**src/rtl/cache_cfg_pkg.sv**
```systemverilog
package cache_cfg_pkg;

  typedef enum logic [3:0] {
    SEL_NONE,
    SEL_CTRL,
    SEL_STAT,
    SEL_LO,
    SEL_HI,
    SEL_RAW,
    SEL_MSK,
    SEL_ESET,
    SEL_ECLR
  } cfg_sel_e;

  localparam logic [7:0] OFF_CTRL = 8'h04;
  localparam logic [7:0] OFF_STAT = 8'h08;
  localparam logic [7:0] OFF_LO   = 8'h10;
  localparam logic [7:0] OFF_HI   = 8'h18;
  localparam logic [7:0] OFF_RAW  = 8'h80;
  localparam logic [7:0] OFF_MSK  = 8'h84;
  localparam logic [7:0] OFF_ESET = 8'h88;
  localparam logic [7:0] OFF_ECLR = 8'h8C;

  localparam int unsigned IRQ_VIOL_BIT = 1;

endpackage

```
**src/rtl/cache_cfg_dec.sv**
```systemverilog
module cache_cfg_dec
  import cache_cfg_pkg::*;
#(
  parameter int unsigned OFFS_W = 8
) (
  input  logic [OFFS_W-1:0] addr_i,
  output cfg_sel_e          sel_o
);

  always_comb begin
    sel_o = SEL_NONE;
    case (addr_i)
      OFFS_W'(OFF_CTRL): sel_o = SEL_CTRL;
      OFFS_W'(OFF_STAT): sel_o = SEL_STAT;
      OFFS_W'(OFF_LO):   sel_o = SEL_LO;
      OFFS_W'(OFF_HI):   sel_o = SEL_HI;
      OFFS_W'(OFF_RAW):  sel_o = SEL_RAW;
      OFFS_W'(OFF_MSK):  sel_o = SEL_MSK;
      OFFS_W'(OFF_ESET): sel_o = SEL_ESET;
      OFFS_W'(OFF_ECLR): sel_o = SEL_ECLR;
      default:           sel_o = SEL_NONE;
    endcase
  end

endmodule

```
**src/rtl/cache_cfg_prot.sv**
```systemverilog
module cache_cfg_prot #(
  parameter int unsigned PAGE_W = 20
) (
  input  logic              clk_i,
  input  logic              rst_ni,
  input  logic              lock_i,
  input  logic              wr_ctrl_i,
  input  logic              wr_lo_i,
  input  logic              wr_hi_i,
  input  logic              en_bit_i,
  input  logic              split_bit_i,
  input  logic [PAGE_W-1:0] bound_i,
  output logic              en_o,
  output logic              split_o,
  output logic [PAGE_W-1:0] lo_o,
  output logic [PAGE_W-1:0] hi_o,
  output logic              viol_o
);

  logic              en_q, split_q;
  logic [PAGE_W-1:0] lo_q, hi_q;
  logic              frozen;

  // enable is only lock-protected; split and bounds also freeze while enabled
  assign frozen = lock_i | en_q;

  assign viol_o = (wr_ctrl_i & (lock_i | (en_q & (split_bit_i != split_q))))
                | ((wr_lo_i | wr_hi_i) & frozen);

  always_ff @(posedge clk_i or negedge rst_ni) begin
    if (!rst_ni) begin
      en_q    <= 1'b0;
      split_q <= 1'b1;
      lo_q    <= '0;
      hi_q    <= '0;
    end else begin
      if (wr_ctrl_i && !lock_i) en_q    <= en_bit_i;
      if (wr_ctrl_i && !frozen) split_q <= split_bit_i;
      if (wr_lo_i && !frozen)   lo_q    <= bound_i;
      if (wr_hi_i && !frozen)   hi_q    <= bound_i;
    end
  end

  assign en_o    = en_q;
  assign split_o = split_q;
  assign lo_o    = lo_q;
  assign hi_o    = hi_q;

endmodule

```
**src/rtl/cache_cfg_win.sv**
```systemverilog
module cache_cfg_win #(
  parameter int unsigned PAGE_W = 20
) (
  input  logic              en_i,
  input  logic [PAGE_W-1:0] lo_i,
  input  logic [PAGE_W-1:0] hi_i,
  input  logic [PAGE_W-1:0] page_i,
  output logic              hit_o
);

  logic above_lo, below_hi;

  assign above_lo = (page_i >= lo_i);
  assign below_hi = (page_i <= hi_i);
  assign hit_o    = en_i & above_lo & below_hi;

endmodule

```
**src/rtl/cache_cfg_irq.sv**
```systemverilog
module cache_cfg_irq (
  input  logic clk_i,
  input  logic rst_ni,
  input  logic viol_i,
  input  logic sw_set_i,
  input  logic sw_clr_i,
  input  logic eoi_i,
  input  logic ena_set_i,
  input  logic ena_clr_i,
  output logic raw_o,
  output logic ena_o,
  output logic irq_o
);

  logic raw_q, ena_q, msk_prev_q, eoi_q, msk;

  assign msk = raw_q & ena_q;

  always_ff @(posedge clk_i or negedge rst_ni) begin
    if (!rst_ni) begin
      raw_q      <= 1'b0;
      ena_q      <= 1'b0;
      msk_prev_q <= 1'b0;
      eoi_q      <= 1'b0;
    end else begin
      if (sw_clr_i)                raw_q <= 1'b0;
      else if (viol_i || sw_set_i) raw_q <= 1'b1;
      if (ena_set_i)      ena_q <= 1'b1;
      else if (ena_clr_i) ena_q <= 1'b0;
      msk_prev_q <= msk;
      eoi_q      <= eoi_i;
    end
  end

  // pulse on a fresh masked event, or re-pulse after end-of-interrupt
  assign irq_o = msk & (~msk_prev_q | eoi_q);
  assign raw_o = raw_q;
  assign ena_o = ena_q;

endmodule

```
**src/rtl/cache_cfg_regs.sv**
```systemverilog
module cache_cfg_regs
  import cache_cfg_pkg::*;
#(
  parameter int unsigned OFFS_W   = 8,
  parameter int unsigned DATA_W   = 32,
  parameter int unsigned ADDR_W   = 32,
  parameter int unsigned PAGE_LSB = 12
) (
  input  logic              clk_i,
  input  logic              rst_ni,
  input  logic              req_valid_i,
  input  logic              req_write_i,
  input  logic [OFFS_W-1:0] req_addr_i,
  input  logic [DATA_W-1:0] req_wdata_i,
  output logic [DATA_W-1:0] rsp_rdata_o,
  input  logic              lock_i,
  input  logic              tag_init_done_i,
  input  logic [ADDR_W-1:0] chk_addr_i,
  output logic              chk_cacheable_o,
  output logic              cache_en_o,
  output logic              ram_split_o,
  output logic              irq_o
);

  localparam int unsigned PAGE_W    = ADDR_W - PAGE_LSB;
  localparam int unsigned EN_BIT    = DATA_W - 1;
  localparam int unsigned SPLIT_BIT = DATA_W - 2;
  localparam int unsigned RDY_BIT   = DATA_W - 1;

  cfg_sel_e          sel;
  logic              wr, rd;
  logic              wr_ctrl, wr_lo, wr_hi, wr_raw, wr_msk, wr_eset, wr_eclr;
  logic              en_q, split_q, raw_q, ena_q, viol, ready_q;
  logic [PAGE_W-1:0] lo_q, hi_q;
  logic              vbit;
  logic              unused_bits;

  assign wr   = req_valid_i & req_write_i;
  assign rd   = req_valid_i & ~req_write_i;
  assign vbit = req_wdata_i[IRQ_VIOL_BIT];
  assign unused_bits = ^{req_wdata_i, chk_addr_i};

  cache_cfg_dec #(.OFFS_W(OFFS_W)) dec_i (
    .addr_i (req_addr_i),
    .sel_o  (sel)
  );

  assign wr_ctrl = wr && (sel == SEL_CTRL);
  assign wr_lo   = wr && (sel == SEL_LO);
  assign wr_hi   = wr && (sel == SEL_HI);
  assign wr_raw  = wr && (sel == SEL_RAW);
  assign wr_msk  = wr && (sel == SEL_MSK);
  assign wr_eset = wr && (sel == SEL_ESET);
  assign wr_eclr = wr && (sel == SEL_ECLR);

  cache_cfg_prot #(.PAGE_W(PAGE_W)) prot_i (
    .clk_i       (clk_i),
    .rst_ni      (rst_ni),
    .lock_i      (lock_i),
    .wr_ctrl_i   (wr_ctrl),
    .wr_lo_i     (wr_lo),
    .wr_hi_i     (wr_hi),
    .en_bit_i    (req_wdata_i[EN_BIT]),
    .split_bit_i (req_wdata_i[SPLIT_BIT]),
    .bound_i     (req_wdata_i[ADDR_W-1:PAGE_LSB]),
    .en_o        (en_q),
    .split_o     (split_q),
    .lo_o        (lo_q),
    .hi_o        (hi_q),
    .viol_o      (viol)
  );

  cache_cfg_win #(.PAGE_W(PAGE_W)) win_i (
    .en_i   (en_q),
    .lo_i   (lo_q),
    .hi_i   (hi_q),
    .page_i (chk_addr_i[ADDR_W-1:PAGE_LSB]),
    .hit_o  (chk_cacheable_o)
  );

  cache_cfg_irq irq_i (
    .clk_i     (clk_i),
    .rst_ni    (rst_ni),
    .viol_i    (viol),
    .sw_set_i  (wr_raw & vbit),
    .sw_clr_i  (wr_msk & vbit),
    .eoi_i     (wr_msk),
    .ena_set_i (wr_eset & vbit),
    .ena_clr_i (wr_eclr & vbit),
    .raw_o     (raw_q),
    .ena_o     (ena_q),
    .irq_o     (irq_o)
  );

  always_ff @(posedge clk_i or negedge rst_ni) begin
    if (!rst_ni) ready_q <= 1'b0;
    else         ready_q <= tag_init_done_i;
  end

  always_comb begin
    rsp_rdata_o = '0;
    if (rd) begin
      case (sel)
        SEL_CTRL: begin
          rsp_rdata_o[EN_BIT]    = en_q;
          rsp_rdata_o[SPLIT_BIT] = split_q;
        end
        SEL_STAT: rsp_rdata_o[RDY_BIT]                 = ready_q;
        SEL_LO:   rsp_rdata_o[ADDR_W-1:PAGE_LSB]       = lo_q;
        SEL_HI:   rsp_rdata_o[ADDR_W-1:PAGE_LSB]       = hi_q;
        SEL_RAW:  rsp_rdata_o[IRQ_VIOL_BIT]            = raw_q;
        SEL_MSK:  rsp_rdata_o[IRQ_VIOL_BIT]            = raw_q & ena_q;
        SEL_ESET,
        SEL_ECLR: rsp_rdata_o[IRQ_VIOL_BIT]            = ena_q;
        default:  rsp_rdata_o = '0;
      endcase
    end
  end

  assign cache_en_o  = en_q;
  assign ram_split_o = split_q;

endmodule

```
**config.mk**
```make
export PLATFORM = sky130hd
export DESIGN_NAME = cache_cfg_regs
export DESIGN_NICKNAME = d
export VERILOG_FILES = /design/src/rtl/cache_cfg_pkg.sv /design/src/rtl/cache_cfg_dec.sv /design/src/rtl/cache_cfg_prot.sv /design/src/rtl/cache_cfg_win.sv /design/src/rtl/cache_cfg_irq.sv /design/src/rtl/cache_cfg_regs.sv
export SDC_FILE = /design/constraint.sdc
export NUM_CORES = 1
export LEC_CHECK = 0
export ABC_AREA = 1
export BUFFER_PORTS_ARGS = -buffer_cell sky130_fd_sc_hd__buf_2
export CORE_ASPECT_RATIO = 0.9
export CORE_MARGIN = 2
export CORE_UTILIZATION = 52
export DETAILED_ROUTE_END_ITERATION = 6
export GPL_TIMING_DRIVEN = 0
export PLACE_DENSITY_LB_ADDON = 0.08
export SLEW_MARGIN = 15
export SYNTH_ARGS = -nofsm -noshare
export SYNTH_HDL_FRONTEND = slang
export SYNTH_SLANG_ARGS = --single-unit
```
**constraint.sdc**
```tcl
create_clock -name clk_i -period 1.8 [get_ports clk_i]
set_input_delay 0.36 -clock clk_i [delete_from_list [all_inputs] [get_ports clk_i]]
set_output_delay 0.36 -clock clk_i [all_outputs]
set_load 0.005 [all_outputs]
```
==> impl_results.md, run 1 <==
- GRT overflow: 0
- Initial Utilization: 0.546
- Hold Vio Cnt, Final: 0
- Buffer depth of the longest clock path: 2
- Slew @ Worst Pin: 617 ps
- Worst setup EP type: primary output
- Die height: 83.3 µm
- Layout cells sized above 1: 0.469
- Final Critical Period: 2240 ps
- Final Wtd Congestion: 0.844
- Post-Synthesis Cells: about 500
- Int Power: 1.52 mW
- Final max-slew violation count: 0
- Critical path startpoint category: flop
- Num CTS Buffers: 5
- Pwr dens: 403 nW/µm²
- Worst vdd ir: 0.298 mV
- Syn-to-layout area delta: 46.0%
- Number of port buffers: 79
- Critical path required time: 1440 ps
- Core box area: between 6000 and 7000 µm²
- Final setup viols: 1
- Seq pwr share: 0.499
- Number of synthesized register bits: 47
- Psw: 0.614 mW
- Fmax: 447 MHz
- CTS Hold Bufs: 0
- Leakage: 2.73 nW
- Drt wl/cell: 14.7 µm
- CTS H-tree depth: 2
- WP data arrival: 1880 ps
- ANT cells: 0
- Clock Tree Root: clkbuf_8
- RSZ-0062 raised after global routing: yes
- Antenna violations before repair: 0
- Die W: around 92 µm
- Finished Layout Cells: 738
- Initial DRC Count: 234
- Synth cell types: 29
- DRC errors left: 0
- Logic pwr share: 0.201
- Slew headroom: 0.588
- Syn. warnings: 0
- Maximum Capacitance Violations: 0
- HP Class: in -> async
- Antenna Nets Post-Route: 0
- CP max FO: 3
- Clk Latency, worst-skew pair: 300 ps
- Sw Ratio: 0.287
- Clock sinks: 47
- Seq/Total Area, Yosys: 0.324
- Critical path class: reg -> out
- Clock network power share: 0.301
- Netlist Area Pre-Place: 3630 µm²
- Final WL: 10900 µm
- Total Routing Usage GR: 0.269
- CTS tree: built
- Number of vias per cell: roughly 5
- Outcome: finished, violations left
- Final Cycle Share: 1.24
- Worst setup margin: -439 ps
- Vias in the first global route: ~3600
- Clock transition at the registers of the reported paths: 90 ps
- I/O pin cnt: about 110
- Routed via count: 3699
- DP HPWL: between 6000 and 7000 µm
- Number of nets in the layout: 765
- Worst Skew: 5.69 ps
- Tot Pwr: 2.14 mW
- Detailed Routing Iterations Pass 1: 4
- First-pass GRT wire length: between 15000 and 20000 µm
- Mean Syn Cell Area: 7.24 µm²
- Cell Rows: 28
- DIE AREA: 7680 µm²
- Failing checks: negative setup slack
- Largest net degree at the start of global routing: 48
- Placed insts: 681
[power groups by stage]
| stage | Sequential [mW] | Clock [mW] | Combinational, mW |
|---|---|---|---|
| after floorplan | 1.09 | 0 | 0.174 |
| after global placement | 1.09 | 0 | 0.301 |
| after detailed placement | 1.09 | 0 | 0.311 |
| after CTS | 1.07 | 0.651 | 0.376 |
| after global routing | 1.07 | 0.705 | 0.479 |
| final | 1.07 | 0.643 | 0.429 |
[Yosys cell counts, drive strengths merged]
cell	number	area (µm²)
nand2	160	633
inv	94	353
o21ai	49	320
dfrtp	46	1150
ha	40	500
a21oi	35	175
nor2	32	120
buf	21	175
nand3	8	65.1
a21o	2	15.0
clkbuf	2	7.51
clkinv	2	13.8
nand4	2	12.5
nor3	2	26.3
o21bai	2	15.0
a21boi	1	7.51
and3	1	6.26
conb	1	3.75
dfstp	1	26.3
nand3b	1	7.51
[placed cells by master (no fill, tap or decap), types with 6 or more instances in the layout]
cell	count
inv_2	23
ha_1	18
buf_6	12
nor2_4	8
o21ai_1	20
nor2_1	18
buf_2	74
nor2_2	6
nand2_4	13
nand3_1	6
o21ai_2	21
nand2_1	117
a21oi_1	20
buf_4	58
dfrtp_1	46
a21oi_2	15
inv_1	69
nand2_2	30
conb_1	11
ha_4	22
o21ai_0	8
[per-stage QoR]
step | util | hold WS, ps | setup TNS, ps | instance area [µm²] | worst slack (ps)
finish | 0.797 | 55.3 | -439 | 5310 | -439
global route | 0.797 | 104 | -958 | 5310 | -546
CTS | 0.739 | 153 | -356 | 4920 | -349
detailed placement | 0.628 | 469 | -2100 | 4180 | -291
global placement | 0.628 | 469 | -2050 | 4180 | -264
floorplan | - | 64.4 | 0 | 3670 | 122
[cell families (layout without fill, tap and decap cells)]
logic type	count (synthesis)	after routing	synth area share
and+or+nand+nor	206	206	0.240
buffers and inverters	119	255	0.151
AOI/OAI and AO/OA	89	89	0.147
DFF	47	47	0.324
adders and majority gates	40	40	0.138
other	1	11	0.00103
[path summary, 6_finish.rpt]
path	startpoint	slack, ps	end	cells after the start
max reg2reg	prot_i.en_o	360	prot_i.lo_o[18]	5
max in group asynchronous	rst_ni	1320	prot_i.hi_o[7]	1
min in group clk_i	tag_init_done_i	160	ready_q	1
max	prot_i.lo_o[10]	-440	chk_cacheable_o	11
min	rst_ni	60	prot_i.lo_o[13]	1
min reg2reg	prot_i.hi_o[3]	520	prot_i.hi_o[3]	2
[layer usage]
| layer | up-vias | GRT usage | share of wire |
|---|---|---|---|
| met2 | 118 | 0.491 | 0.53 |
| met4 | 0 | 0.0475 | 0.0099 |
| met1 | 1746 | 0.341 | 0.41 |
| met5 | - | 0 | 0 |
| met3 | 13 | 0.0372 | 0.044 |
| li1 | 1822 | - | - |
[cell type report]
type                    count  area (µm²)
plain buffers              23         200
clock buffers               8        80.1
fillers                   475        1350
inverters                  96         380
multi-input cells         346        2510
flip-flops and latches     47        1180
well taps                  90         113
repair buffers            128         848
[critical path: stages, from the launching register on]
cell	delay, ps
dfrtp_1	360
inv_1	50
ha_1	280
nand2_2	80
nor2_4	170
nand2_1	70
nor2_1	100
nand2_1	60
nand4_1	90
nand2_1	60
nor2_2	120
buf_2	120
[repair_timing]
item / 4_1_cts / 5_1_grt
endpoints found under the setup margin: 13 / 22
setup buffers: 35 / 12
gates resized for setup: 81 / 70
gates cloned: 1 / 1
pin swaps: 33 / 29
Note: power is estimated with default switching activity, not from simulation.
==> run 2: changes to the inputs <==
Settings changed: SLEW_MARGIN 15 to 10.
Clock period 1.8 ns to 2.5 ns, I/O delays scaled along.
==> impl_results.md, run 2 (same netlist as run 1, synthesis figures left out) <==
- Met3 WL: 466 µm (was 484 µm)
- Final Wtd Congestion: 0.844 (unchanged)
- Critical path class: reg -> out (unchanged)
- Commonest non-fill, non-tap cell in the layout: nand2_1 (unchanged)
- Leakage: 2.26 nW (was 2.73 nW)
- Initial DRC Count: 191 (was 234)
- Slew headroom: 0.281 (was 0.588)
- CP max FO: 3 (unchanged)
- Hold Vio Cnt, Final: 0 (unchanged)
- Detailed Routing Iterations Pass 1: 4 (unchanged)
- CTS H-tree depth: 2 (unchanged)
- RR Startpoint: prot_i.en_o (unchanged)
- Outcome: completed (was finished, violations left)
- Total Routing Usage GR: 0.230 (was 0.269)
- Clk Latency, worst-skew pair: 300 ps (about the same)
- Final max-slew violation count: 0 (unchanged)
- Routed via count: 3374 (was 3699)
- I/O pin cnt: 114 (unchanged)
- CTS tree: built (unchanged)
- Most frequent cells in the layout: nand2_1, inv_1, buf_2 (was nand2_1, buf_2, inv_1)
- Pre-CTS setup slack: 129 ps (was -291 ps)
- Tot Pwr: 1.46 mW (was 2.14 mW)
- Num CTS Buffers: 5 (unchanged)
- Sw Ratio: 0.271 (was 0.287)
- Clock Tree Root: clkbuf_8 (unchanged)
- Hold Crit Depth: 1
- Core box area: 6660 µm² (unchanged)
- Cell Rows: 28 (unchanged)
- Final Cycle Share: 0.954
- Pwr dens: 332 nW/µm² (was 403 nW/µm²)
- Critical path required time: 2000 ps (was 1440 ps)
- Die W: 92.1 µm (unchanged)
- Die height: 83.3 µm (unchanged)
- GRT overflow: 0 (unchanged)
- HP Class: in -> reg (was in -> async)
- Antenna violations before repair: 0 (unchanged)
- DR top layer: met4 (unchanged)
- Post-layout util: 0.659 (was 0.797)
- Seq pwr share: 0.527 (was 0.499)
- Crit Reg-Reg Endpoint: prot_i.lo_o[18] (unchanged)
- R2r worst-path depth: 5 (unchanged)
- ANT cells: 0 (unchanged)
- Drt wl/cell: 12.3 µm (was 14.7 µm)
- DIE AREA: 7680 µm² (unchanged)
- Worst setup margin: 115 ps (was -439 ps)
- Slew @ Worst Pin: 1080 ps (was 617 ps)
- Worst Hold Path EP: ready_q
- Logic pwr share: 0.161 (was 0.201)
- Hold Worst Slack: 300 ps (was 55.3 ps)
- DRC errors left: 0 (unchanged)
- Syn-to-layout area delta: 20.6% (was 46.0%)
- Maximum Capacitance Violations: 0 (unchanged)
- Worst setup EP type: primary output (unchanged)
- Final WL: 8540 µm (was 10900 µm)
- Routed length on met1: 3780 µm (was 4500 µm)
- First-pass GRT wire length: 14400 µm (was 16700 µm)
- Number of vias per cell: 4.85 (was 5.01)
- Final Critical Period: 2390 ps
- Setup TNS: 0 ps (was -439 ps)
- DP HPWL: 6580 µm (unchanged)
- Int Power: 1.06 mW (was 1.52 mW)
- Worst Min Path Start: tag_init_done_i
- Layout cells sized above 1: 0.283 (was 0.469)
- WP data arrival: 1890 ps (was 1880 ps)
- Metal2 WL: 4230 µm (was 5790 µm)
- Largest net degree at the start of global routing: 48 (unchanged)
- Clock network power share: 0.312 (was 0.301)
- Fmax: 419 MHz
- R2r setup slk: 1070 ps (was 360 ps)
- Design area: 4380 µm² (was 5310 µm²)
- Number of nets in the layout: 722 (was 765)
- Placed insts: 681 (unchanged)
- Antenna Nets Post-Route: 0 (unchanged)
- Clock sinks: 47 (unchanged)
- Initial Utilization: 0.546 (unchanged)
- Number of port buffers: 79 (unchanged)
- Clock transition at the registers of the reported paths: 80 ps (was 90 ps)
- Critical path startpoint category: flop (unchanged)
- Buffer depth of the longest clock path: 2 (unchanged)
- Placed cell area: 4180 µm² (unchanged)
- Vias in the first global route: 3258 (was 3626)
- Finished Layout Cells: 695 (was 738)
- Worst vdd ir: 0.206 mV (was 0.298 mV)
- Worst Skew: 5.40 ps (was 5.69 ps)
- Final setup viols: 0 (was 1)
- Psw: 0.394 mW (was 0.614 mW)
run 2: final cells by class:
| class | instances | area [µm²] |
|---|---|---|
| Buffer | 23 | 183 |
| Clock buffer | 8 | 80.1 |
| Fill cell | 632 | 2270 |
| Inverter | 96 | 367 |
| Multi-Input combinational cell | 346 | 2020 |
| Sequential cell | 47 | 1180 |
| Tap cell | 90 | 113 |
| Timing Repair Buffer | 85 | 440 |
run 2: critical path: stages (launching register included):
cell     delay, ps
dfrtp_1        370
inv_1           70
ha_1           290
nand2_1        100
nor2_4         120
nand2_1         80
nor2_1         100
nand2_1         60
nand4_1         80
nand2_1         50
nor2_1         130
buf_2          130
run 2: routing by layer:
metal | global-route usage | vias to the layer above
met1 | 0.305 | 1536
met5 | 0 | -
li1 | - | 1742
met2 | 0.403 | 88
met4 | 0.0407 | 0
met3 | 0.0354 | 8
run 2: what timing repair did:
action,4_1_cts,5_1_grt
cloned,0,0
hold buffers,0,0
setup buffers,0,6
pin swaps,0,10
gates resized for setup,1,18
setup endpoints to repair,1,1
run 2: worst max-delay path by stage:
stage / start / to / slack (ps) / cells past startpoint
after global placement: chk_addr_i[31] / chk_cacheable_o / 160 / 11
after global routing: prot_i.hi_o[11] / chk_cacheable_o / -20 / 12
after detailed placement: chk_addr_i[23] / chk_cacheable_o / 130 / 11
after CTS: prot_i.lo_o[19] / chk_cacheable_o / 5 / 11
final: prot_i.lo_o[19] / chk_cacheable_o / 110 / 11
after floorplan: chk_addr_i[31] / chk_cacheable_o / 570 / 9
run 2: power groups by stage:
stage / clock [mW] / combinational, mW / sequential (mW)
2_1_floorplan: 0 / 0.125 / 0.782
3_3_place_gp: 0 / 0.217 / 0.783
3_5_place_dp: 0 / 0.224 / 0.783
4_1_cts: 0.469 / 0.225 / 0.768
5_1_grt: 0.504 / 0.272 / 0.769
6_report: 0.454 / 0.234 / 0.767
